`config.mk`:
```
export PLATFORM = sky130hd
export DESIGN_NAME = sincos_gen
export DESIGN_NICKNAME = d
export VERILOG_FILES = /design/src/rtl/sc_pkg.sv /design/src/rtl/sc_cordic_stage.sv /design/src/rtl/sc_tag_pipe.sv /design/src/rtl/sc_fold.sv /design/src/rtl/sincos_gen.sv
export SDC_FILE = /design/constraint.sdc
export NUM_CORES = 2
export LEC_CHECK = 0
export BUFFER_PORTS_ARGS = -buffer_cell sky130_fd_sc_hd__buf_2
export CORE_MARGIN = 2
export CORE_UTILIZATION = 45
export CTS_BUF_LIST = sky130_fd_sc_hd__clkbuf_8
export DETAILED_ROUTE_END_ITERATION = 8
export SYNTH_ARGS = -nofsm -noshare
export SYNTH_HDL_FRONTEND = slang
export SYNTH_SLANG_ARGS = --single-unit
export TNS_END_PERCENT = 20
```
`constraint.sdc`:
```
create_clock -name clk -period 3.4 [get_ports clk]
set_input_delay 0.17 -clock clk [delete_from_list [all_inputs] [get_ports clk]]
set_output_delay 0.17 -clock clk [all_outputs]
set_load 0.1 [all_outputs]
```
`src/rtl/sc_pkg.sv`:
```
package sc_pkg;

  localparam real SC_PI = 3.14159265358979323846;

  typedef enum logic [1:0] {
    Q_FIRST  = 2'd0,
    Q_SECOND = 2'd1,
    Q_THIRD  = 2'd2,
    Q_FOURTH = 2'd3
  } quad_e;

  // arctangent of 2^-i, radians, by power series (i >= 1 keeps x <= 0.5)
  function automatic real atan_pow2(input int i);
    real x, t, s;
    if (i == 0) return SC_PI / 4.0;
    x = 1.0 / (2.0 ** i);
    s = 0.0;
    t = x;
    for (int k = 0; k < 40; k++) begin
      s = s + (((k % 2) == 1) ? -1.0 : 1.0) * t / real'(2 * k + 1);
      t = t * x * x;
    end
    return s;
  endfunction

  // rotation step angle in binary-angle units (2^zw per turn)
  function automatic int angle_code(input int i, input int zw);
    real a;
    a = atan_pow2(i) / (2.0 * SC_PI) * (2.0 ** zw);
    return $rtoi(a + 0.5);
  endfunction

  // total magnitude growth of n rotation steps
  function automatic real chain_gain(input int n);
    real p, r;
    p = 1.0;
    for (int i = 0; i < n; i++) p = p * (1.0 + 1.0 / (4.0 ** i));
    r = p;
    for (int k = 0; k < 40; k++) r = 0.5 * (r + p / r);
    return r;
  endfunction

  // pre-scaled starting x so that the result lands on the full-scale amplitude
  function automatic int start_x(input int out_w, input int guard, input int n);
    real amp;
    amp = (2.0 ** (out_w - 1)) - 1.0;
    return $rtoi(amp * (2.0 ** guard) / chain_gain(n) + 0.5);
  endfunction

endpackage

```
`src/rtl/sc_cordic_stage.sv`:
```
module sc_cordic_stage #(
  parameter int IW    = 23,
  parameter int ZW    = 24,
  parameter int STAGE = 0
) (
  input  logic                 clk,
  input  logic                 en,
  input  logic signed [IW-1:0] x_i,
  input  logic signed [IW-1:0] y_i,
  input  logic signed [ZW-1:0] z_i,
  output logic signed [IW-1:0] x_o,
  output logic signed [IW-1:0] y_o,
  output logic signed [ZW-1:0] z_o
);

  localparam int                 ANG_I = sc_pkg::angle_code(STAGE, ZW);
  localparam logic signed [ZW-1:0] ANG = ZW'(ANG_I);

  logic signed [IW-1:0] xsh, ysh, x_d, y_d;
  logic signed [ZW-1:0] z_d;

  always_comb begin
    xsh = x_i >>> STAGE;
    ysh = y_i >>> STAGE;
    if (!z_i[ZW-1]) begin
      x_d = x_i - ysh;
      y_d = y_i + xsh;
      z_d = z_i - ANG;
    end else begin
      x_d = x_i + ysh;
      y_d = y_i - xsh;
      z_d = z_i + ANG;
    end
  end

  always_ff @(posedge clk) begin
    if (en) begin
      x_o <= x_d;
      y_o <= y_d;
      z_o <= z_d;
    end
  end

endmodule

```
`src/rtl/sc_tag_pipe.sv`:
```
module sc_tag_pipe #(
  parameter int W     = 33,
  parameter int DEPTH = 19
) (
  input  logic             clk,
  input  logic             rst_n,
  input  logic             vld_i,
  input  logic [W-1:0]     dat_i,
  output logic [DEPTH-1:0] vld_o,
  output logic [W-1:0]     dat_o
);

  logic         vld_q [DEPTH];
  logic [W-1:0] dat_q [DEPTH];

  for (genvar k = 0; k < DEPTH; k++) begin : g_st
    logic         v_in;
    logic [W-1:0] d_in;

    if (k == 0) begin : g_head
      assign v_in = vld_i;
      assign d_in = dat_i;
    end else begin : g_body
      assign v_in = vld_q[k-1];
      assign d_in = dat_q[k-1];
    end

    always_ff @(posedge clk or negedge rst_n) begin
      if (!rst_n) vld_q[k] <= 1'b0;
      else        vld_q[k] <= v_in;
    end

    always_ff @(posedge clk) begin
      if (v_in) dat_q[k] <= d_in;
    end

    assign vld_o[k] = vld_q[k];
  end

  assign dat_o = dat_q[DEPTH-1];

endmodule

```
`src/rtl/sc_fold.sv`:
```
module sc_fold #(
  parameter int IW    = 23,
  parameter int OUT_W = 16,
  parameter int GUARD = 5
) (
  input  logic signed [IW-1:0]    x_i,
  input  logic signed [IW-1:0]    y_i,
  input  logic [1:0]              quad_i,
  output logic signed [OUT_W-1:0] sin_o,
  output logic signed [OUT_W-1:0] cos_o
);

  localparam int                  AMP     = (2 ** (OUT_W - 1)) - 1;
  localparam logic signed [IW-1:0] HALF    = IW'(2 ** (GUARD - 1));
  localparam logic signed [IW-1:0] POS_LIM = IW'(AMP);
  localparam logic signed [IW-1:0] NEG_LIM = -POS_LIM;

  function automatic logic signed [OUT_W-1:0] scale(input logic signed [IW-1:0] v);
    logic signed [IW-1:0] r;
    r = (v + HALF) >>> GUARD;
    if (r > POS_LIM)      return POS_LIM[OUT_W-1:0];
    else if (r < NEG_LIM) return NEG_LIM[OUT_W-1:0];
    else                  return r[OUT_W-1:0];
  endfunction

  logic signed [OUT_W-1:0] xs, ys;

  always_comb begin
    xs = scale(x_i);
    ys = scale(y_i);
    unique case (sc_pkg::quad_e'(quad_i))
      sc_pkg::Q_FIRST:  begin sin_o = ys;  cos_o = xs;  end
      sc_pkg::Q_SECOND: begin sin_o = xs;  cos_o = -ys; end
      sc_pkg::Q_THIRD:  begin sin_o = -ys; cos_o = -xs; end
      default:          begin sin_o = -xs; cos_o = ys;  end
    endcase
  end

endmodule

```
`src/rtl/sincos_gen.sv`:
```
module sincos_gen #(
  parameter int PH_W   = 32,
  parameter int ADDR_W = 20,
  parameter int OUT_W  = 16,
  parameter int GUARD  = 5,
  parameter int ITER   = 18,
  parameter int ZW     = 24
) (
  input  logic                    clk,
  input  logic                    rst_n,
  input  logic                    in_valid,
  input  logic [PH_W-1:0]         phase_i,
  input  logic                    trig_sel,
  output logic                    out_valid,
  output logic signed [OUT_W-1:0] sin_o,
  output logic signed [OUT_W-1:0] cos_o
);

  localparam int IW    = OUT_W + GUARD + 2;
  localparam int RES_W = ADDR_W - 2;
  localparam int PAD_W = ZW - ADDR_W;
  localparam int TAG_W = PH_W + 1;
  localparam int LAT   = ITER + 2;
  localparam int X0_I  = sc_pkg::start_x(OUT_W, GUARD, ITER);
  localparam logic signed [IW-1:0] X0 = IW'(X0_I);

  // reset: asserted asynchronously, released on the clock
  logic rst_meta_q, rst_q_n;
  always_ff @(posedge clk or negedge rst_n) begin
    if (!rst_n) begin
      rst_meta_q <= 1'b0;
      rst_q_n    <= 1'b0;
    end else begin
      rst_meta_q <= 1'b1;
      rst_q_n    <= rst_meta_q;
    end
  end

  // first-quadrant residual angle, binary-angle units
  logic signed [ZW-1:0] z0_d, z0_q;
  assign z0_d = $signed({2'b00, phase_i[PH_W-3 -: RES_W], {PAD_W{1'b0}}});

  always_ff @(posedge clk) begin
    if (in_valid) z0_q <= z0_d;
  end

  // valid, mode and raw phase travel alongside the rotation
  logic [ITER:0]      tvld;
  logic [TAG_W-1:0]   tag_dat;

  sc_tag_pipe #(.W(TAG_W), .DEPTH(ITER + 1)) u_tag (
    .clk   (clk),
    .rst_n (rst_q_n),
    .vld_i (in_valid),
    .dat_i ({trig_sel, phase_i}),
    .vld_o (tvld),
    .dat_o (tag_dat)
  );

  logic signed [IW-1:0] xs [ITER+1];
  logic signed [IW-1:0] ys [ITER+1];
  logic signed [ZW-1:0] zs [ITER+1];

  assign xs[0] = X0;
  assign ys[0] = '0;
  assign zs[0] = z0_q;

  for (genvar k = 0; k < ITER; k++) begin : g_rot
    sc_cordic_stage #(.IW(IW), .ZW(ZW), .STAGE(k)) u_stage (
      .clk (clk),
      .en  (tvld[k]),
      .x_i (xs[k]),
      .y_i (ys[k]),
      .z_i (zs[k]),
      .x_o (xs[k+1]),
      .y_o (ys[k+1]),
      .z_o (zs[k+1])
    );
  end

  logic signed [OUT_W-1:0] f_sin, f_cos;

  sc_fold #(.IW(IW), .OUT_W(OUT_W), .GUARD(GUARD)) u_fold (
    .x_i    (xs[ITER]),
    .y_i    (ys[ITER]),
    .quad_i (tag_dat[PH_W-1 -: 2]),
    .sin_o  (f_sin),
    .cos_o  (f_cos)
  );

  logic signed [OUT_W-1:0] sin_d, cos_d;

  always_comb begin
    if (tag_dat[PH_W]) begin
      sin_d = f_sin;
      cos_d = f_cos;
    end else begin
      sin_d = $signed(tag_dat[OUT_W-1:0]);
      cos_d = $signed(tag_dat[PH_W-1 -: OUT_W]);
    end
  end

  always_ff @(posedge clk or negedge rst_q_n) begin
    if (!rst_q_n) begin
      out_valid <= 1'b0;
      sin_o     <= '0;
      cos_o     <= '0;
    end else begin
      out_valid <= tvld[ITER];
      if (tvld[ITER]) begin
        sin_o <= sin_d;
        cos_o <= cos_d;
      end
    end
  end

endmodule

```
Yosys cells after proc, flatten, opt, wreduce, memory -nomap -nowiden
Memory sizes are Yosys's and may differ from the RTL's.
Cells that the tools add are included.
- word-level logic and storage cells: 281
- register bits after elaboration: 1256
- output and inout port bits: 33
- memories kept: 1
- bits in writable memories: 627
- muxes and demuxes: 96
- reductions and logical operators: 1
- equal/unequal tests: 2
- order comparisons: 4
- $add $sub $neg: 101
- memories (memory ; depth ; width ; read ports ; clocked after memory_dff ; write ports ; RTL line ; RTL):
    u_tag.dat_q ; 19 ; 33 ; 19 ; 0 ; 19 ; sc_tag_pipe.sv:14 ; logic [W-1:0] dat_q [DEPTH];
- operators with widths (kind ; number):
    23-bit two-way mux ; 32
    24-bit two-way mux ; 16
    16-bit two-way mux ; 6
    16-bit case mux with 3 select lines ; 2
    23-bit by 10-bit adder with 23-bit output ; 2
    23-bit by 11-bit adder with 23-bit output ; 2
    23-bit by 12-bit adder with 23-bit output ; 2
    23-bit by 13-bit adder with 23-bit output ; 2
    23-bit by 14-bit adder with 23-bit output ; 2
    23-bit by 15-bit adder with 23-bit output ; 2
    23-bit by 16-bit adder with 23-bit output ; 2
    23-bit by 17-bit adder with 23-bit output ; 2
    23-bit by 18-bit adder with 23-bit output ; 2
    23-bit by 19-bit adder with 23-bit output ; 2
    23-bit by 20-bit adder with 23-bit output ; 2
    23-bit by 6-bit adder with 23-bit output ; 2
    23-bit by 6-bit adder with 23-bit output, second input constant ; 2
    23-bit by 7-bit adder with 23-bit output ; 2
    23-bit by 8-bit adder with 23-bit output ; 2
    23-bit by 9-bit adder with 23-bit output ; 2
    23-bit by 10-bit subtractor with 23-bit output ; 2
    23-bit by 11-bit subtractor with 23-bit output ; 2
    23-bit by 12-bit subtractor with 23-bit output ; 2
    23-bit by 13-bit subtractor with 23-bit output ; 2
    other kinds (54) ; 108

Longest topological paths before layout
- word-level depth: 7
- depth in mapped cells: 19

Hierarchy
Synthesis repeated with hierarchy kept, for this count alone.
- cells, all modules: 13017
- area, all modules: 136661.1 µm²
- modules (own cells, without submodules) (module ; area each (µm²) ; instances ; cells each):
    sc_tag_pipe ; 19438.6 ; 1 ; 664
    sc_cordic_stage at g_rot[1].u_stage ; 6656.4 ; 1 ; 706
    sc_cordic_stage at g_rot[4].u_stage ; 6621.4 ; 1 ; 710
    sc_cordic_stage at g_rot[6].u_stage ; 6438.7 ; 1 ; 680
    sc_cordic_stage at g_rot[9].u_stage ; 6374.9 ; 1 ; 679
    sc_cordic_stage at g_rot[7].u_stage ; 6358.6 ; 1 ; 679
    sc_cordic_stage at g_rot[3].u_stage ; 6288.5 ; 1 ; 649
    sc_cordic_stage at g_rot[5].u_stage ; 6211.0 ; 1 ; 629
    sc_cordic_stage at g_rot[15].u_stage ; 6180.9 ; 1 ; 649
    sc_cordic_stage at g_rot[11].u_stage ; 6162.2 ; 1 ; 650
    sc_cordic_stage at g_rot[0].u_stage ; 6149.6 ; 1 ; 665
    sc_cordic_stage at g_rot[13].u_stage ; 6110.9 ; 1 ; 625
    sc_cordic_stage at g_rot[2].u_stage ; 6105.9 ; 1 ; 632
    sc_cordic_stage at g_rot[14].u_stage ; 6062.1 ; 1 ; 635
    7 more rows ; -- ; -- ; --

Worst setup path after synthesis
Ideal clock, no wire load.
- kind: reg2reg
- start point: reg g_rot[7].u_stage.z_o[23]
- end point: reg g_rot[8].u_stage.y_o[21], data pin
- required time: 3.134 ns
- buffers on the path: 3
- setup time: 0.266 ns
- clock period less this slack: 4.644 ns
- cell stages (with the launch flop): 16
- arrival time: 4.378 ns
- setup slack: -1.244 ns
- cell sequence: edfxtp_1 -> clkbuf_1 -> clkbuf_1 -> buf_1 -> mux2i_1 -> ha_1 -> nor2b_1 -> o31a_1 -> or4_1 -> a221oi_1 -> o2bb2ai_1 -> o21ai_1 -> o41a_1 -> a41o_1 -> o41ai_1 -> xnor2_1
- longest elaborated chain between the ends: 1
- RTL lines (element ; RTL line ; RTL):
    start: declaration ; sc_cordic_stage.sv:13 ; output logic signed [ZW-1:0] z_o
    start signal: assignment ; sc_cordic_stage.sv:40 ; z_o <= z_d;
    23-bit two-way mux ; sc_cordic_stage.sv:25 ; if (!z_i[ZW-1]) begin
    named net g_rot[8].u_stage.y_d[21] ; sc_cordic_stage.sv:19 ; logic signed [IW-1:0] xsh, ysh, x_d, y_d;
    end signal: assignment ; sc_cordic_stage.sv:39 ; y_o <= y_d;
    end: declaration ; sc_cordic_stage.sv:12 ; output logic signed [IW-1:0] y_o,
The timed path passes the listed nets, and every way through them passes these cells.
A chain may end at the register's enable or synchronous reset.

Worst setup path in the final report
- start point: reg g_rot[11].u_stage.y_o[12]
- end point: reg g_rot[12].u_stage.x_o[21], data pin
- longest elaborated chain between the ends: 2
- RTL lines (element ; RTL line ; RTL):
    start: declaration ; sc_cordic_stage.sv:12 ;
    start signal: assignment ; sc_cordic_stage.sv:39 ;
    23-bit by 11-bit subtractor with 23-bit output or 23-bit by 11-bit adder with 23-bit output (tied branches) ; sc_cordic_stage.sv:26, sc_cordic_stage.sv:30 ;
    23-bit two-way mux * ; sc_cordic_stage.sv:25 ;
    named net g_rot[12].u_stage.x_d[21] ; sc_cordic_stage.sv:19 ;
    end signal: assignment ; sc_cordic_stage.sv:38 ; x_o <= x_d;
    end: declaration ; sc_cordic_stage.sv:11 ; output logic signed [IW-1:0] x_o,
Mark *: on every way through the listed nets, which the timed path passes. The rest lies on a longest branch.

==> results.md <==
- Status: finished with violations
- Failing checks: negative setup slack
- Setup Viol. Count Final: 190
- Die Ht: 492 um
- Final worst path period share: 114%
- Ys async rst share: 3.10%
- FF/Latch Area: 0.0520 mm^2
- Reg2Reg Setup Slack: -0.48 ns
- Reg2reg end: g_rot[12].u_stage.x_o[21]
- Worst slew pin tran: 1.02 ns
- Fin area: 0.142 mm^2
- Num CTS Buffers: between 300 and 400
- Adder-cell share of the synthesized area: 12.9%
- Final WL: 285 mm
- YS warnings: 0
- Post-synthesis sequential area ratio: between 40% and 50%
- RD Place Congestion: 0.905
- Fillers: between 15000 and 20000
- Complex-gate fraction of the synthesized area: 14.2%
- Worst Setup Start Kind: flip-flop
- Yosys cell types: 96
- Average size of a mapped cell: between 10 and 15 um^2
- Fin crit period: approximately 3.9 ns
- Largest family of logic cells by synthesized area: compound AO/OA/AOI/OAI gates
- Syn Std Cell Area: 0.107 mm^2
- Max_slew headroom: about a third
- First-pass GRT wire length: 444 mm
- Simple-gate share of the synthesized area: between 10% and 20%
- Clk slew on worst S/H paths: about 0.06 ns
- Share of layout cells above drive strength 1: between 30% and 40%
- Number of cell rows: around 180
- Pin count of the biggest net entering global routing: 72
- CTS tree: done
- Worst setup path class: reg -> reg
- Buffers on Ports: 68
- Max-cap violation count: 0
- Starting Density: 45.2%
- Clk root buf: clkbuf_8
- Clock Latency Late Sink: 1.06 ns
- Pins Over Slew Limit: 0
- Buf+Inv Stages, Crit Path: 1
- Remaining global-route overflow: 0
- Mapped Cells: 9645
- Die ar.: ~0.24 mm^2
- Die Wd: 492 um
- Area Overhead vs Synth: 32.3%
- Multi-input gate area: 0.0590 mm^2
- Clock Skews: 0.114 ns
- RSZ-0062 raised after global routing: true
- Syn_nets: between 10000 and 15000
- Worst path cell trace: inv_1, ha_1, mux2_4, ha_4, a21o_1, a311o_1, o31ai_4, a31oi_2, o41a_1, a41o_1, o221a_4, a21o_1, a21oi_2, xnor2_1
- DRT antenna net count: 0
- R2R cell count: 14
- H-tree Lvls: 5
- Io pins: 69
- Mux cell area share after synthesis: 1.13%
- Post-synth EDFFs: 1686
- Synth Flop Type: edfxtp_1
- Vias/cell: about 5.4
- Initial antenna violation count: 6
- Fmax: 258 MHz
- Required time worst endpoint: 4.17 ns
- Setup TNS: -28.81 ns
- PnR worst setup slack: -0.477 ns
- CP Data Arrival Time: ~4.7 ns
- DP Area: ~0.13 mm^2
- Placed Cells: 14800
- Worst slack at placement: -0.645 ns
- HPWL Detailed: 217 mm
- Critical path fanouts, max: 5
- Flops & latches, synth: 1740
- CP max stage delay: 0.50 ns
- Tightest Hold Check Type: reg -> async
- GRT Total Usage: 22.6%
- Drt pass-1 iters: 7
- Non-filler cells, final: 15700
- Vias: 84200
- DR WL/cell: 18.2 um
- DRT iter0 DRCs: just under 5000
- DRC: 0
- Core area: 0.237 mm^2
- Fin. Hold Viols: 0
- Setup crit end kind: flip-flop
- Clk buf depth: 4
- Top Family by Delay on Critical Path: compound AO/OA/AOI/OAI gates
- Most Frequent Cell on Critical Path: a21o_1
- Xor/xnor share of the synthesized area: under 10%
- Sink Count: around 1700
- Vias in the first global route: between 80000 and 90000
- Slowest cell on crit path: o41a_1
- Fin nets: 13400
- FF-to-FF Start: g_rot[11].u_stage.y_o[12]
how the worst max path moves through the flow:
stage	start	end	slack (ns)	cells after the start
after detailed placement	g_rot[5].u_stage.y_o[10]	g_rot[6].u_stage.x_o[19]	-0.64	17
final	g_rot[11].u_stage.y_o[12]	g_rot[12].u_stage.x_o[21]	-0.48	14
after global placement	g_rot[15].u_stage.y_o[16]	g_rot[16].u_stage.x_o[19]	-0.60	18
after CTS	g_rot[11].u_stage.y_o[12]	g_rot[12].u_stage.x_o[21]	-0.49	14
after global routing	g_rot[11].u_stage.y_o[12]	g_rot[12].u_stage.x_o[21]	-0.64	14
after floorplan	g_rot[17].u_stage.x_o[5]	sin_o[4]	-0.63	15
state kept, by name (all words and copies together), names as in the netlist:
signal             count
cos_o                 16
u_tag.vld_o            1
z0_q                  17
u_tag.g_st.v_in       18
g_rot.u_stage.z_o    358
out_valid              1
u_tag.dat_q          593
sin_o                 16
g_rot.u_stage.y_o    360
rst_meta_q             1
rst_q_n                1
g_rot.u_stage.x_o    358
cell usage after synthesis, drive strengths merged, types with 42 or more instances:
library cell	n	area [um^2]
o21a	170	1280
mux2i	60	601
and2	71	447
nand2	448	1680
nand4	44	290
nor3	379	1900
nor2b	133	832
a21oi	768	3840
clkbuf	107	402
nand3	202	1020
fa	42	841
edfxtp	1686	50600
dfrtp	54	1350
inv	380	1430
o21ai	460	2300
nand2b	84	526
mux2	42	473
ha	1041	13000
nor4	57	432
xnor2	807	7070
and3	76	477
or3	84	526
a31oi	132	838
xor2	371	3250
o21bai	70	526
a21o	237	1780
nor2	894	3360
a211oi	116	871
cells in the final DEF (no fill, tap or decap), types with 63 or more instances in the layout:
cell type,n
o21bai_1,69
buf_2,68
ha_1,969
nor3_1,290
a211oi_1,71
xor2_1,362
buf_6,75
inv_1,439
and3_1,67
nor2_1,825
nor2b_1,112
o21a_1,164
buf_4,2227
clkbuf_8,341
o21ai_2,66
edfxtp_1,1686
a31oi_1,94
o21ai_0,306
a21oi_1,633
dlygate4sd3_1,70
xnor2_1,784
o21ai_1,81
nand2b_1,79
nand3_1,186
nand2_1,423
a21oi_2,118
nor3_2,64
or3_1,75
a21o_1,236
and2_1,63
cells by family after synthesis:
| logic type | after synthesis |
|---|---|
| xor+xnor | 1178 |
| compound gates | 2385 |
| fa+ha+maj | 1083 |
| mux | 108 |
| other cells | 1 |
| buf+inv | 530 |
| simple gates | 2620 |
| flops | 1740 |
per-layer routing:
metal	GRT usage [%]	wire, um
met1	29.2	125000
met2	39.3	141000
met3	2.84	11000
met4	7.33	8730
met5	0	17
area by class of cell:
type	count	area share, %
multi-input cells	7375	41.5
flip-flops and latches	1740	36.7
repair buffers	2472	13.5
clock buffers	341	3.31
well taps	3167	2.79
clock inverters	210	1.12
inverters	386	1.05
diodes	4	0.00705
repair_timing:
item,in CTS,in global routing
cloned,0,1
hold endpoints to repair,69,0
hold buffers,70,0
gates resized for setup,527,704
endpoints found under the setup margin,299,408
setup buffers,118,161
pin swaps,268,443
through the flow:
step | utilization, % | hold slack (ns)
final | 59.8 | 0.141
after global routing | 59.8 | 0.169
after CTS | 58.0 | 0.112
after detailed placement | 53.7 | -0.0414
after global placement | 53.7 | -0.0438
after floorplan | - | -0.126
Power is left out: the tool's default activity adds up to more than one toggle a clock period on the data nets, which glitch-free logic cannot reach.
